**src/rtl/intmask_pkg.sv**
```systemverilog
package intmask_pkg;
   localparam int DATA_W = 8;
   localparam int MASK_N = 3;
   localparam int SRC_N  = 5;
   localparam int CODE_W = $clog2(SRC_N);
   // source indices, also the presented codes (higher wins)
   localparam int IX_EXT = 0;
   localparam int IX_LO  = 1;
   localparam int IX_MID = 2;
   localparam int IX_HI  = 3;
   localparam int IX_NMI = 4;
   // mask bit positions
   localparam int MB_LO  = 0;
   localparam int MB_MID = 1;
   localparam int MB_HI  = 2;
   // write word fields
   localparam int WB_MASK_EN = 3;
   localparam int WB_HI_CLR  = 4;
   localparam int WB_SER_EN  = 6;
   localparam int WB_SER_DAT = 7;
   // status word fields
   localparam int RB_IE  = 3;
   localparam int RB_LO  = 4;
   localparam int RB_MID = 5;
   localparam int RB_HI  = 6;
   localparam int RB_SER = 7;
endpackage

```
**src/rtl/intmask_edge.sv**
```systemverilog
module intmask_edge (
   input  logic clk,
   input  logic rst_n,
   input  logic lvl,
   input  logic clr,
   output logic pend
);
   logic prev;

   always_ff @(posedge clk) begin
      if (!rst_n) begin
         prev <= 1'b0;
         pend <= 1'b0;
      end else begin
         prev <= lvl;
         if (lvl && !prev)
            pend <= 1'b1;        // a fresh edge is never lost to a clear
         else if (clr)
            pend <= 1'b0;
      end
   end
endmodule

```
**src/rtl/intmask_regs.sv**
```systemverilog
module intmask_regs #(
   parameter int               MASK_N     = 3,
   parameter logic [MASK_N-1:0] RESET_MASK = '1
) (
   input  logic              clk,
   input  logic              rst_n,
   input  logic              wr_en,
   input  logic              mask_en,
   input  logic [MASK_N-1:0] mask_val,
   input  logic              ser_en,
   input  logic              ser_dat,
   input  logic              ei,
   input  logic              di,
   input  logic              ack,
   output logic [MASK_N-1:0] mask,
   output logic              ie,
   output logic              ser_out
);
   always_ff @(posedge clk) begin
      if (!rst_n) begin
         mask    <= RESET_MASK;
         ie      <= 1'b0;
         ser_out <= 1'b0;
      end else begin
         if (wr_en && mask_en) mask    <= mask_val;
         if (wr_en && ser_en)  ser_out <= ser_dat;
         if (di || ack)        ie      <= 1'b0;
         else if (ei)          ie      <= 1'b1;
      end
   end
endmodule

```
**src/rtl/intmask_prio.sv**
```systemverilog
module intmask_prio #(
   parameter int N  = 5,
   localparam int CW = (N > 1) ? $clog2(N) : 1
) (
   input  logic [N-1:0]  req,
   output logic          valid,
   output logic [CW-1:0] code
);
   always_comb begin
      valid = |req;
      code  = '0;
      for (int i = 0; i < N; i++)
         if (req[i]) code = CW'(i);   // later (higher) index overrides
   end
endmodule

```
**src/rtl/intmask_ctrl.sv**
```systemverilog
module intmask_ctrl
   import intmask_pkg::*;
#(
   parameter int                SYNC_STAGES = 0,
   parameter logic [MASK_N-1:0] RESET_MASK  = '1
) (
   input  logic              clk,
   input  logic              rst_n,
   input  logic              wr_en,
   input  logic [DATA_W-1:0] wr_data,
   input  logic              ei,
   input  logic              di,
   input  logic              ack,
   input  logic              nmi,
   input  logic              irq_hi,
   input  logic              irq_mid,
   input  logic              irq_lo,
   input  logic              irq_ext,
   input  logic              ser_in,
   output logic [DATA_W-1:0] rd_data,
   output logic              ser_out,
   output logic              req_valid,
   output logic [CODE_W-1:0] req_code
);
   initial begin
      assert (SYNC_STAGES >= 0 && SYNC_STAGES <= 4)
         else $error("SYNC_STAGES out of range");
      assert (DATA_W == 8 && MASK_N == 3 && SRC_N == 5)
         else $error("field layout needs an 8-bit word, 3 masks, 5 sources");
   end

   logic [SRC_N-1:0]  raw, s, req;
   logic [MASK_N-1:0] mask;
   logic              ie, hi_pend, hi_clr;
   logic              unused_wr_bit;

   assign unused_wr_bit = wr_data[5];

   always_comb begin
      raw         = '0;
      raw[IX_NMI] = nmi;
      raw[IX_HI]  = irq_hi;
      raw[IX_MID] = irq_mid;
      raw[IX_LO]  = irq_lo;
      raw[IX_EXT] = irq_ext;
   end

   generate
      if (SYNC_STAGES == 0) begin : g_nosync
         assign s = raw;
      end else begin : g_sync
         logic [SRC_N-1:0] chain [SYNC_STAGES];
         always_ff @(posedge clk) begin
            if (!rst_n) begin
               for (int k = 0; k < SYNC_STAGES; k++) chain[k] <= '0;
            end else begin
               chain[0] <= raw;
               for (int k = 1; k < SYNC_STAGES; k++) chain[k] <= chain[k-1];
            end
         end
         assign s = chain[SYNC_STAGES-1];
      end
   endgenerate

   intmask_regs #(.MASK_N(MASK_N), .RESET_MASK(RESET_MASK)) u_regs (
      .clk      (clk),
      .rst_n    (rst_n),
      .wr_en    (wr_en),
      .mask_en  (wr_data[WB_MASK_EN]),
      .mask_val (wr_data[MASK_N-1:0]),
      .ser_en   (wr_data[WB_SER_EN]),
      .ser_dat  (wr_data[WB_SER_DAT]),
      .ei       (ei),
      .di       (di),
      .ack      (ack),
      .mask     (mask),
      .ie       (ie),
      .ser_out  (ser_out)
   );

   assign hi_clr = (wr_en && wr_data[WB_HI_CLR]) ||
                   (ack && req_valid && req_code == CODE_W'(IX_HI));

   intmask_edge u_edge (
      .clk   (clk),
      .rst_n (rst_n),
      .lvl   (s[IX_HI]),
      .clr   (hi_clr),
      .pend  (hi_pend)
   );

   always_comb begin
      req         = '0;
      req[IX_NMI] = s[IX_NMI];
      req[IX_HI]  = ie && hi_pend    && !mask[MB_HI];
      req[IX_MID] = ie && s[IX_MID]  && !mask[MB_MID];
      req[IX_LO]  = ie && s[IX_LO]   && !mask[MB_LO];
      req[IX_EXT] = ie && s[IX_EXT];
   end

   intmask_prio #(.N(SRC_N)) u_prio (
      .req   (req),
      .valid (req_valid),
      .code  (req_code)
   );

   always_comb begin
      rd_data               = '0;
      rd_data[RB_SER]       = ser_in;
      rd_data[RB_HI]        = hi_pend;
      rd_data[RB_MID]       = s[IX_MID];
      rd_data[RB_LO]        = s[IX_LO];
      rd_data[RB_IE]        = ie;
      rd_data[MASK_N-1:0]   = mask;
   end
endmodule

```
**config.mk**
```make
export PLATFORM = sky130hd
export DESIGN_NAME = intmask_ctrl
export DESIGN_NICKNAME = d
export VERILOG_FILES = /design/src/rtl/intmask_pkg.sv /design/src/rtl/intmask_edge.sv /design/src/rtl/intmask_regs.sv /design/src/rtl/intmask_prio.sv /design/src/rtl/intmask_ctrl.sv
export SDC_FILE = /design/constraint.sdc
export NUM_CORES = 1
export LEC_CHECK = 0
export BUFFER_PORTS_ARGS = -buffer_cell sky130_fd_sc_hd__buf_2
export CORE_AREA = 4 4 41 43
export CTS_CLUSTER_DIAMETER = 120
export DETAILED_ROUTE_END_ITERATION = 10
export DIE_AREA = 0 0 45 47
export MAX_ROUTING_LAYER = met4
export PLACE_DENSITY = 0.69
export SYNTH_ARGS = -nofsm -noshare
export SYNTH_HDL_FRONTEND = slang
export SYNTH_HIERARCHICAL = 1
export SYNTH_SLANG_ARGS = --single-unit
```
**constraint.sdc**
```tcl
create_clock -name clk -period 3.55 [get_ports clk]
set_clock_uncertainty 0.1 [all_clocks]
set_input_delay 0.71 -clock clk [delete_from_list [all_inputs] [get_ports clk]]
set_output_delay 0.71 -clock clk [all_outputs]
set_load 0.05 [all_outputs]
```
After elaboration in Yosys (flattened, before gate mapping):

Index checks and enable logic that the tools add are counted.
Widths: inputs -> output; s select.

* bits in registers: 7

* equal/unequal tests: 1
* mux-type cells: 6
* bitwise operators: 1
* reduce and logical (&&, ||, !) cells: 22

Operator list (number)
* $logic_and 1x1->1: 13
* $reduce_or 5->1: 1
* $logic_not 1->1: 4
* $mux 2: 2
* $eq 3x2->1 const B: 1
* $mux 1: 3
* $mux 3: 1
* $logic_or 1x1->1: 2
* $reduce_bool 2->1: 1
* $reduce_or 2->1: 1
* $not 1->1: 1

Logic depth before layout (Yosys ltp):

Gate-level depths: netlist of run 1.

* depth after elaboration: 11
* depth in mapped cells: 8

By module:

Netlist of run 1, hierarchy kept.

By module, submodules not included
* intmask_regs: times used 1, cells each 21, area an instance 197.7 um2
* intmask_ctrl: times used 1, cells each 15, area an instance 81.3 um2
* intmask_edge: times used 1, cells each 6, area an instance 70.1 um2
* intmask_prio: times used 1, cells each 8, area an instance 42.5 um2

Worst setup path after synthesis of run 1:

Ideal clock, no wire load.

* path kind: input to output
* from: input port irq_mid
* to: output port req_code[1]
* data arrival time: 1584 ps
* required time: 2740 ps
* slack: 1156 ps
* stages on the path: 4
* buffers on the path: 0
* path through: nand2_1 nor2_1 nor2_1 nor2_1

* cells in the longest elaborated chain, start to end: 5

Ends and longest elaborated chain
* start, declared: RTL line intmask_ctrl.sv:16 `input logic irq_mid,`
* $logic_and 1x1->1 (2 in series): RTL line intmask_ctrl.sv:96 `req[IX_MID] = ie && s[IX_MID] && !mask[MB_MID];`
* net req[2]: RTL line intmask_ctrl.sv:32 `logic [SRC_N-1:0] raw, s, req;`
* $mux 2 (2 in series): RTL line intmask_prio.sv:13 `if (req[i]) code = CW'(i);`
* $mux 3: RTL line intmask_prio.sv:13
* end, declared: RTL line intmask_ctrl.sv:23 `output logic [CODE_W-1:0] req_code`

The timed path passes the listed nets, and every way through them passes these cells.

Worst setup path in the final report of run 1:

* from: input port irq_lo
* to: output port req_code[0]

* cells in the longest elaborated chain, start to end: 6

Ends and longest elaborated chain
* start, declared: RTL line intmask_ctrl.sv:17 `input logic irq_lo,`
* $logic_and 1x1->1 (2 in series): RTL line intmask_ctrl.sv:97 `req[IX_LO] = ie && s[IX_LO] && !mask[MB_LO];`
* net req[1]: RTL line intmask_ctrl.sv:32
* $mux 1: RTL line intmask_prio.sv:13
* $mux 2 (2 in series): RTL line intmask_prio.sv:13
* $mux 3: RTL line intmask_prio.sv:13

The timed path passes the listed nets, and every way through them passes these cells.

==> results of run 1 <==
==> metal layers <==
layer,vias up,track usage (%)
met2,23,14.41
li1,213,-
met5,-,-
met3,4,2.299
met4,0,10.53
met1,168,11.44
==> flip-flops by register name, summed over array words and instances, names as in the netlist <==
register and count:
u_regs/ser_out 1, u_regs/ie 1, u_edge/pend 1, u_regs/mask 3, u_edge/prev 1
==> worst min-delay path by stage <==
| stage | from | to | slack (ps) |
|---|---|---|---|
| 3_3_place_gp | u_regs/ser_out | u_regs/ser_out | 340 |
| 3_5_place_dp | u_regs/ser_out | u_regs/ser_out | 360 |
| 4_1_cts | u_regs/ser_out | u_regs/ser_out | 370 |
| 2_1_floorplan | u_edge/pend | u_edge/pend | 370 |
| 5_1_grt | u_regs/ser_out | u_regs/ser_out | 390 |
| 6_report | u_regs/ser_out | u_regs/ser_out | 360 |
==> worst min-delay path, cell delays in order, from the launching register on <==
cell and delay (ps):
dfxtp_1 310, nand2_1 50, mux2i_1 60
==> power by group through the flow <==
stage               clock, mW  combinational, mW  sequential [mW]
floorplan                   0             0.0314           0.0974
global placement            0             0.0534           0.0880
detailed placement          0             0.0540           0.0883
CTS                    0.0723             0.0541           0.0866
global route           0.0784             0.0576           0.0870
finish                 0.0702             0.0536           0.0865
==> cell usage in the layout, fill, tap and decap left out, drive strengths merged, types with 3 or more instances in the layout <==
master  count
and2        3
buf        29
clkbuf      4
dfxtp       7
inv         4
nand2       8
nand2b      3
nand3       3
nor2        6
o211ai      3
==> final cells by class <==
cell class | count | area [sq um]
clock buffer | 4 | 26.28
fill | 145 | 764.5
inverter | 4 | 15.01
multi-input combinational | 33 | 191.4
sequential | 7 | 140.1
tap | 15 | 18.77
timing repair buffer | 29 | 145.1
==> through the flow <==
stage                     hold WS [ps]  utilization, %  power [mW]  setup slack (ps)
after floorplan                  368.4               -      0.1288              1156
after global placement           343.5           39.23      0.1414              1260
after detailed placement         362.3           39.23      0.1423              1208
after CTS                        369.6           41.25      0.2131              1207
after global routing             393.4           41.25      0.2230              1158
final                            362.8           41.25      0.2103              1216
==> logic make-up after synthesis <==
kind of cell	Yosys count	share of synthesized area (%)
AO/OA/AOI/OAI	6	12.14
buffers and inverters	10	15.33
flip-flops	7	35.78
multiplexers	1	2.556
AND/OR/NAND/NOR	26	34.18
==> run summary, run 1 <==
The flow ran to the end, and the final reports show no timing, DRC or antenna violations. Setup repair after global routing left no endpoint under its margin. The met3 routed wirelength came out at just over 100 um.

The required time at the endpoint of the critical path is roughly 2700 ps. The worst-skew pair later-pin latency is ~250 ps. The origin of the critical flop-to-flop path is u_regs/ie. The detailed router put a total of roughly 400 um of wire on met1. The final setup TNS came out at 0 ps.

The largest fanout of any net on the critical path is 2. The HPWL after detailed placement is 819.8 um. Counting along the longest clock path gives a buffer depth of 2. The cell count along the critical path is 6. The highest signal layer in the routed design is met4. After synthesis, the most frequently instantiated cells are nand2_1, dfxtp_1, buf_4, nor2_1, inv_1. The clock network fraction of design power came out at between 30 and 40%. The analysis attributes to cell leakage a power of between 0.2 and 0.3 nW. Together, buffers and inverters on the worst path number 2. Subtracting the final worst setup slack from the clock period gives around 2300 ps. The min-delay analysis places its worst path in the category reg2reg. For this run, design rule violations remaining after detail routing come to 0. The count of buffers added by post-CTS timing repair for setup came out at 0. CTS built an H-tree with a depth of 1. The total number of yosys warnings is 6. The async set or reset register ratio after synthesis is 0%. The post-detailed-routing wire length came out at approximately 940 um. The sequential power share came out at roughly two fifths.

The initial core utilization came out at a little under a third. The share of total power dissipated in combinational logic is roughly a quarter. Among all cell types in the netlist, the one instantiated most often is nand2_1. The global routing usage summed across all routing layers is between 10 and 15%. After detailed routing, the number of vias per cell comes to around 4.4. The highest achievable clock rate came out at about 0.43 GHz. The worst setup path is captured at a primary output. The post-route cell area came out at between 500 and 600 sq um.

The worst setup path is of the in2out kind. The endpoint identified for the worst register-to-register timing path is u_edge/pend. The area share of the leading cell type in the synthesized netlist is around 36%. The number of maximum-capacitance violations is 0. The switching part of the total came out at 31.78%. Port buffering added 29 buffers. The worst setup path is launched from an input pin. The final weighted congestion in routability-driven placement came out at between 0.7 and 0.8. The number of core rows came out at 13. In the post-synthesis netlist, the biggest area contributors are dfxtp_1, buf_4, nand2_1, nor2_1, o211ai_1. For this design, the slowest cell found on the critical path is buf_2.

The number of global-route vias before repair is approximately 360. The biggest area contributor in the post-synthesis netlist is dfxtp_1. The number of nets in the finished design is 98. The final cycle utilization of the critical path came out at around two thirds.

The most numerous cell type found on the critical path is buf_2. The number of placed instances, taps included, is 88. After detailed routing, the average wire length per cell comes to ~10 um.

The number of flops mapped to enable cells by yosys came out at 0. The number of hold buffers added after CTS came out at 0. The cell area after placement came out at slightly above 500 sq um. The most critical setup path has its startpoint at irq_lo.

Broken down by cell family, the worst path's largest delay share belongs to buffers and inverters. The cell sitting at the root of the clock tree is a clkbuf_4. The first global-routing pass estimated approximately 1.4 mm of wire. The design internal power came out at around 0.14 mW. The instance count along the most critical hold path came out at 2. The remaining global-route overflow came out at 0. The number of gates given a new drive strength after cts is 0. The finished layout holds 92 standard cells, fillers aside. The detail route stage leaves a number of antenna-violating nets equal to 0. The die covers between 0.002 and 0.0025 sq mm. The CTS tree is done. The post-synthesis to final-layout area growth is 37.06%. Counting distinct cell types in the post-synthesis netlist gives 17.

The delay of the slowest cell on the worst path came out at 280 ps. The initial antenna violation count came out at 0. The first TritonRoute pass finished after 4 iterations. The I/O pin total is 33.

The worst reg-to-reg setup slack is ~2100 ps. The clock-pin slew on the worst setup and hold paths is around 50 ps. The worst-case reg-to-reg path depth came out at 8. The arrival time of the worst setup path came out at roughly 1500 ps. The power spent charging and discharging nets is 0.06683 mW.

Setup violations remaining at the end of the flow were counted as 0. The relative slew slack came out at between 80% and 90%. Across the VDD grid, the largest voltage drop is around 0.24 mV. The total power per unit cell area is 391.8 mW/mm^2. The area inside the core boundary is around 0.0013 sq mm. The total nets after synthesis came out at 70. The number of clock sinks is 7.

For this block, the initial DRC count from the detailed router was 5. The sequential share of the synthesized area is 35.78%. The synthesized flop and latch total is 7. At the pin with the least slew margin, the transition time is ~260 ps. The most critical setup path has its endpoint at req_code[0]. Entering global routing, the biggest net connects 9 pins. The share of post-route cells with drive strength above 1 is between 40% and 50%. The detailed-route via count came out at approximately 410.

The number of CTS-inserted buffers came out at 3. In the synthesized netlist the dominant register cell turns out to be dfxtp_1. The floorplan die height came out at ~47 um. The die width came out at between 40 and 50 um. 0 antenna diodes ended up in the layout.

The max-slew violation count came out at 0. Walking the worst path, the cells encountered are buf_2 -> nand2_1 -> nor2_1 -> nand2b_1 -> a21oi_2 -> buf_2. The amount of wire on met2 after detailed routing came out at a little over 400 um. The post-synthesis instance area came out at slightly below 400 sq um. The number of failing hold endpoints at the final stage came to 0. After synthesis, the mean cell area works out to slightly below 8 sq um.

The synthesized instance count is 50.
No activity file was read; power rests on OpenSTA's default activity.
==> run 2, diff against run 1 <==
PLACE_DENSITY = 0.72   (was 0.69)
clock period = 2.05 ns   (was 3.55 ns; I/O delays follow)
==> run 2 against run 1 <==
Net effect: sequential power rose by 73%; sequential share of layout area fell by 0.48 points; first-iteration DRC count rose by 80%; register-to-register slack got worse by 1500 ps; non-clock buffer count did not move; setup slack got worse by 1100 ps; worst hold slack got worse by 130 ps; critical path depth fell by 1; highest routed layer unchanged.
==> run summary, run 2 (same netlist as run 1, synthesis figures left out) <==
The run finished with clean final reports. The power spent charging and discharging nets is 0.1202 mW (+80%). In this run the critical register-to-register path is captured at u_edge/pend. The number of hold buffers added after CTS came to 0 (unchanged). The share of post-route cells with drive strength above 1 came out at 48.05% (+1.3 points). The placed wire-length estimate came to 743.7 um (-9.3%). The max-slew violation count is 0 (unchanged). The area inside the core boundary came to 0.001301 sq mm (unchanged). The final setup TNS was 0 ps (unchanged). The global routing usage summed across all routing layers is 10.22% (unchanged).

The design internal power is 0.2487 mW (+73%). The filler cell count came to 146 (+0.69%). The number of nets with antenna violations after detailed routing is 0 (unchanged). The endpoint class of the critical path is a primary output. The critical path is of the reg2out type. The post-detailed-routing wire length came to 897 um (-4.9%). In this run the clock root is driven by a clkbuf_4. The total power was 0.3690 mW (+75%).

The final worst-path setup slack was 137.9 ps (-1078 ps). The final instance count without filler cells is 92 (unchanged). The arrival time of the worst setup path came out at 1400 ps (-120 ps).

The total leakage power is 0.2763 nW (about the same). The number of maximum-capacitance violations came out at 0 (unchanged). The slowest stage of the critical path belongs to the cell dfxtp_1.

The total area of sequential cells is 140.1 sq um (unchanged). The worst register-to-register path begins at u_regs/ie. The worst reg-to-reg setup slack is 590 ps (-1500 ps).

The routed wirelength normalized by instance count is 9.750 um (-4.9%). The pin count of the biggest net entering global routing came out at 9 (unchanged). The largest fanout of any net on the critical path is 6 (+4). The number of global-route vias before repair is 374 (+3.0%). The number of nets in the finished design came to 98 (unchanged). The relative slew slack is 83.19% (+0.27 points).

The clock-pin slew on the worst setup and hold paths came to 50 ps (about the same). The instance count along the most critical hold path came to 2 (unchanged). TritonCTS built the clock tree. The floorplan die height is 47 um (unchanged). The path class of the tightest hold or removal check is in2reg. The final cell utilization of the core is 42.02% (+0.77 points). The required time at the endpoint of the critical path is 1540 ps (-1200 ps). The transition time at the pin with the least slew margin came out at 253.9 ps (-4.017 ps). The wire length of the first global-routing pass came to 1.442 mm (+0.98%).

The detailed-route via count is 407 (-0.25%). The number of placed instances, taps included was 88 (unchanged). The final critical-path required period is ~1900 ps.

The initial antenna violation count is 0 (unchanged). The count of buffers added by post-CTS timing repair for setup came out at 0 (unchanged). The signal on the critical path passes through nand2_1 -> nor2_1 -> nand2b_1 -> a21oi_4 -> buf_2.

The number of DRC violations after detailed routing is 0 (unchanged). The number of gates given a new drive strength after cts is 0 (unchanged). The worst-case reg-to-reg path depth came out at 8 (unchanged). The number of DRC violations after detailed-routing iteration 0 is 9 (+4). The worst hold path begins at di. The total power per unit cell area is 674.8 mW/mm^2 (+72%). The worst-skew pair later-pin latency is 250 ps (about the same). The number of clock sinks came out at 7 (unchanged).

The number of antenna cells inserted is 0 (unchanged). The iteration count of the initial detailed-routing pass came out at 4 (unchanged). The final setup violation count is 0 (unchanged). The port buffer count is 29 (unchanged). Setup repair after global routing left no endpoint under its margin.

The number of flip-flops in the largest register is 3 (unchanged). Leaving out fill and tap cells, the most frequent cell in the layout is buf_2. The delay of the slowest cell on the worst path was 400 ps (+120 ps).

The combinational fraction of design power is 25.3% (-0.2 points). The worst hold path terminates at u_regs/ie. STA classifies the critical path startpoint as a register.

The library cells used most frequently in the layout, excluding fill and tap cells, are buf_2, nand2_1, dfxtp_1, nor2_1, inv_1. The initial core utilization came out at 30.10% (unchanged). The clock network fraction of design power is 34.1% (+0.7 points). The remaining global-route overflow was 0 (unchanged).

The I/O pin total came to 33 (unchanged). The multi-input combinational cell area came out at 201.4 sq um (+5.2%). The maximum buffer depth of the clock tree came out at 2 (unchanged). The register with the most flip-flops in the final layout is u_regs/mask. The die outline area came out at 0.002115 sq mm (unchanged). The sequential power share came out at 40.5% (-0.6 points).

The deepest level of the CTS H-tree is 1 (unchanged). The final weighted congestion in routability-driven placement is 0.6482 (-7.6%). The average vias per placed instance came to 4.424 (-0.25%). The switching part of the total is 32.59% (+0.81 points).

The maximum resistive drop on vdd is 0.3272 mV (+35%). In this run the worst setup path begins at u_regs/ie. The number of CTS-inserted buffers is 3 (unchanged). The number of failing hold endpoints at the final stage is 0 (unchanged). The highest achievable clock rate is between 0.5 and 0.6 GHz. The final cycle utilization of the critical path came out at between 90 and 100%.

The die width came to 45 um (unchanged). The minimum setup slack after placement was 322.7 ps (-884.9 ps). The post-synthesis to final-layout area growth came out at 39.62%. The number of core rows is 13 (unchanged).
run 2: cell counts in the layout (fill, tap and decap cells not counted):
Identical to the previous run, type by type.
run 2: final cells by class:
type                       instances  area share (%)
clock buffer                       4           4.805
inverter                           4           2.746
multi-input combinational         33           36.84
sequential                         7           25.63
tap                               15           3.432
timing repair buffer              29           26.54
run 2: routing by layer:
| metal | wire length [um] | GRT usage [%] |
|---|---|---|
| met1 | 399 | 12.59 |
| met2 | 329 | 12.43 |
| met3 | 132 | 3.065 |
| met4 | 36 | 10.53 |
| met5 | 0 | - |
run 2: worst max-delay path by stage:
stage | endpoint | slack, ps | cells after the start
after floorplan | u_edge/pend | 120 | 7
after global placement | req_code[0] | 330 | 6
after detailed placement | req_code[0] | 320 | 6
after CTS | req_code[0] | 130 | 5
after global routing | req_code[0] | 10 | 5
final | req_code[0] | 140 | 5
run 2: power by group through the flow:
| stage | Sequential (mW) | Combinational (mW) | Clock (mW) |
|---|---|---|---|
| final | 0.150 | 0.0934 | 0.126 |
| after floorplan | 0.169 | 0.0546 | 0 |
| after global routing | 0.151 | 0.101 | 0.137 |
| after detailed placement | 0.152 | 0.0942 | 0 |
| after CTS | 0.150 | 0.0944 | 0.130 |
| after global placement | 0.152 | 0.0931 | 0 |
run 2: per-stage QoR:
| stage | cell area, sq um | hold WS, ps |
|---|---|---|
| finish | 546.8 | 230.5 |
| global route | 546.8 | 226.1 |
| CTS | 546.8 | 225.3 |
| detailed placement | 520.5 | 360.4 |
| global placement | 520.5 | 343.7 |
| floorplan | 401.6 | 368.4 |
run 2: worst max-delay path: cells and delay by family (launching register included):
kind / cells / cell delay, ps
DFF: 1 / 400
and+or+nand+nor: 3 / 310
buffers and inverters: 1 / 280
AOI/OAI and AO/OA: 1 / 160
==> run 3, diff against run 2 <==
RECOVER_POWER = 25   (was default)
==> run 3 against run 2 <==
Net effect: core utilization fell by 0.38 points; wire length is 0.22% higher; critical path depth unchanged; sequential power is essentially flat; die area did not move; total power shrank 0.41%; flip-flop and latch count stayed put; via count rose by 0.49%; first-iteration DRC count is the same; worst hold slack about the same; sequential share of layout area increased by 0.24 points; critical path type unchanged.
==> run summary, run 3 (same netlist as run 1, synthesis figures left out) <==
The required time at the endpoint of the critical path is 1540 ps (about the same). The maximum resistive drop on vdd came out at 0.3272 mV (about the same). The tightest min-delay check is of the in2reg type. The post-synthesis to final-layout area growth is 38.34%. Leaving out fill and tap cells, the most frequent cells in the layout are buf_2, nand2_1, dfxtp_1, nor2_1, inv_1. The final setup violation count came out at 0 (unchanged). The tree is rooted in a clkbuf_4. The final cell utilization of the core is 41.63% (-0.38 points). The max-slew violation count came out at 0 (unchanged).

The clock-pin slew on the worst setup and hold paths came out at 50 ps (about the same). The filler cell count came to 147 (+0.68%). The number of nets with antenna violations after detailed routing came to 0 (unchanged).

The floorplan die height was 47 um (unchanged). The number of failing hold endpoints at the final stage is 0 (unchanged). The number of CTS-inserted buffers is 3 (unchanged). The worst reg-to-reg setup slack came out at 590 ps (about the same).

The design internal power was 0.2472 mW (-0.60%). The I/O pin total came out at 33 (unchanged). The number of maximum-capacitance violations came out at 0 (unchanged). The total area of sequential cells is 140.1 sq um (unchanged). The relative slew slack is 82.03% (-1.2 points). The detailed-route via count was 409 (+0.49%). The clock network fraction of design power came out at 34.3% (+0.2 points). The global routing usage summed across all routing layers came out at 10.22% (unchanged). The layer with the highest usage after global routing is met1. The combinational fraction of design power came out at 25.0% (-0.3 points). The startpoint identified for the worst hold timing path is di. The pin count of the biggest net entering global routing is 9 (unchanged). The routed wirelength normalized by instance count came out at 9.772 um (+0.22%). The number of nets in the finished design is 98 (unchanged). The worst-case reg-to-reg path depth is 8 (unchanged).

The flow ran to the end, and the final reports show no timing, DRC or antenna violations. The highest achievable clock rate is 0.5230 GHz (about the same). The number of flip-flops in the largest register is 3 (unchanged). The iteration count of the initial detailed-routing pass came out at 4 (unchanged). Setup repair after global routing left no endpoint under its margin. The total power per unit cell area is 678.2 mW/mm^2 (+0.51%).

The share of post-route cells with drive strength above 1 is 44.16% (-3.9 points). The count of buffers added by post-CTS timing repair for setup is 0 (unchanged). The instance count along the most critical hold path is 2 (unchanged). The port buffer count came out at 29 (unchanged). The worst-skew pair later-pin latency is 250 ps (about the same).

The global-route met2 utilization is 12.43% (unchanged). The maximum buffer depth of the clock tree is 2 (unchanged). The fraction of met1 tracks used by global routing came out at 12.59% (unchanged). The type of the setup path with the least slack is reg2out. The initial core utilization came out at 30.10% (unchanged). The worst hold path terminates at u_regs/ie.

The number of global-route vias before repair is 374 (unchanged). The final weighted congestion in routability-driven placement came to 0.6482 (unchanged). The die outline area came out at 0.002115 sq mm (unchanged). The initial antenna violation count is 0 (unchanged). The area inside the core boundary came out at 0.001301 sq mm (unchanged). The transition time at the pin with the least slew margin came out at 269.6 ps (+15.66 ps). More flip-flops sit in one register than any other, and that register is u_regs/mask. The number of DRC violations after detailed-routing iteration 0 came out at 9 (unchanged).

The multi-input combinational cell area is 198.9 sq um (-1.2%). The number of core rows was 13 (unchanged). The library cell used most frequently in the layout, excluding fill and tap cells, is buf_2. The deepest level of the CTS H-tree is 1 (unchanged). The total leakage power is 0.2682 nW (-2.9%).

The power spent charging and discharging nets was 0.1202 mW (about the same). The post-detailed-routing wire length is 899 um (+0.22%). STA classifies the critical path endpoint as a primary output. The final setup TNS is 0 ps (unchanged).

The number of gates given a new drive strength after cts came out at 0 (unchanged). The worst register-to-register path ends at u_edge/pend. The wire length of the first global-routing pass is 1.442 mm (unchanged). The number of hold buffers added after CTS came out at 0 (unchanged). The largest fanout of any net on the critical path was 6 (unchanged). The number of antenna cells inserted is 0 (unchanged). The met3 routing resource usage after global routing came out at 3.065% (unchanged). The worst setup path is launched from a register.

The final critical-path required period came to 1912 ps (+0.04800 ps). The arrival time of the worst setup path is 1400 ps (about the same). The final cycle utilization of the critical path came out at 93.27% (about the same). The switching part of the total came out at 32.72% (+0.13 points). The remaining global-route overflow is 0 (unchanged). The die width is 45 um (unchanged). The CTS tree is done. The average vias per placed instance came out at 4.446 (+0.49%). In this run the critical register-to-register path is launched from u_regs/ie. The number of DRC violations after detailed routing is 0 (unchanged).

The sequential power share came out at 40.7% (+0.2 points). The number of clock sinks is 7 (unchanged). The placed wire-length estimate was 743.7 um (unchanged).
==> run 3: layout make-up <==
type,count,area share (%)
Clock buffer,4,4.850
Inverter,4,2.771
Multi-Input combinational cell,33,36.72
Sequential cell,7,25.87
Tap cell,15,3.464
Timing Repair Buffer,29,26.33
==> run 3: how the worst max path moves through the flow <==
stage | start | to | slack, ps
after floorplan | u_regs/mask[1] | u_edge/pend | 120
after global placement | irq_lo | req_code[0] | 330
after detailed placement | irq_lo | req_code[0] | 320
after CTS | u_regs/ie | req_code[0] | 130
after global routing | u_regs/ie | req_code[0] | 10
final | u_regs/ie | req_code[0] | 140
==> run 3: layer usage <==
layer / up-vias / part of all wire, % / routed length (um)
li1: 213 / - / -
met5: - / 0 / 0
met2: 24 / 36 / 327
met3: 5 / 15 / 133
met1: 167 / 45 / 402
met4: 0 / 4.0 / 36
==> run 3: critical path, cell delays in order, from the launching register on <==
cell and delay (ps):
dfxtp_1 400, nand2_1 70, nor2_1 130, nand2b_1 110, a21oi_4 160, buf_2 280
==> run 3: through the flow <==
stage / setup slack, ps / instances / total power, mW / hold slack, ps / instance area, sq um
after global routing: 12.79 / 92 / 0.3871 / 226.1 / 541.8
after CTS: 134.1 / 92 / 0.3737 / 225.3 / 546.8
after detailed placement: 322.7 / 88 / 0.2463 / 360.4 / 520.5
after floorplan: 122.0 / 50 / 0.2232 / 368.4 / 401.6
final: 137.9 / 92 / 0.3674 / 230.5 / 541.8
after global placement: 332.1 / 88 / 0.2453 / 343.7 / 520.5
==> run 3: power by group through the flow <==
stage	registers, mW	logic [mW]	clock network, mW
3_5_place_dp	0.152	0.0942	0
3_3_place_gp	0.152	0.0931	0
5_1_grt	0.151	0.0991	0.137
4_1_cts	0.150	0.0944	0.130
2_1_floorplan	0.169	0.0546	0
6_report	0.150	0.0919	0.126
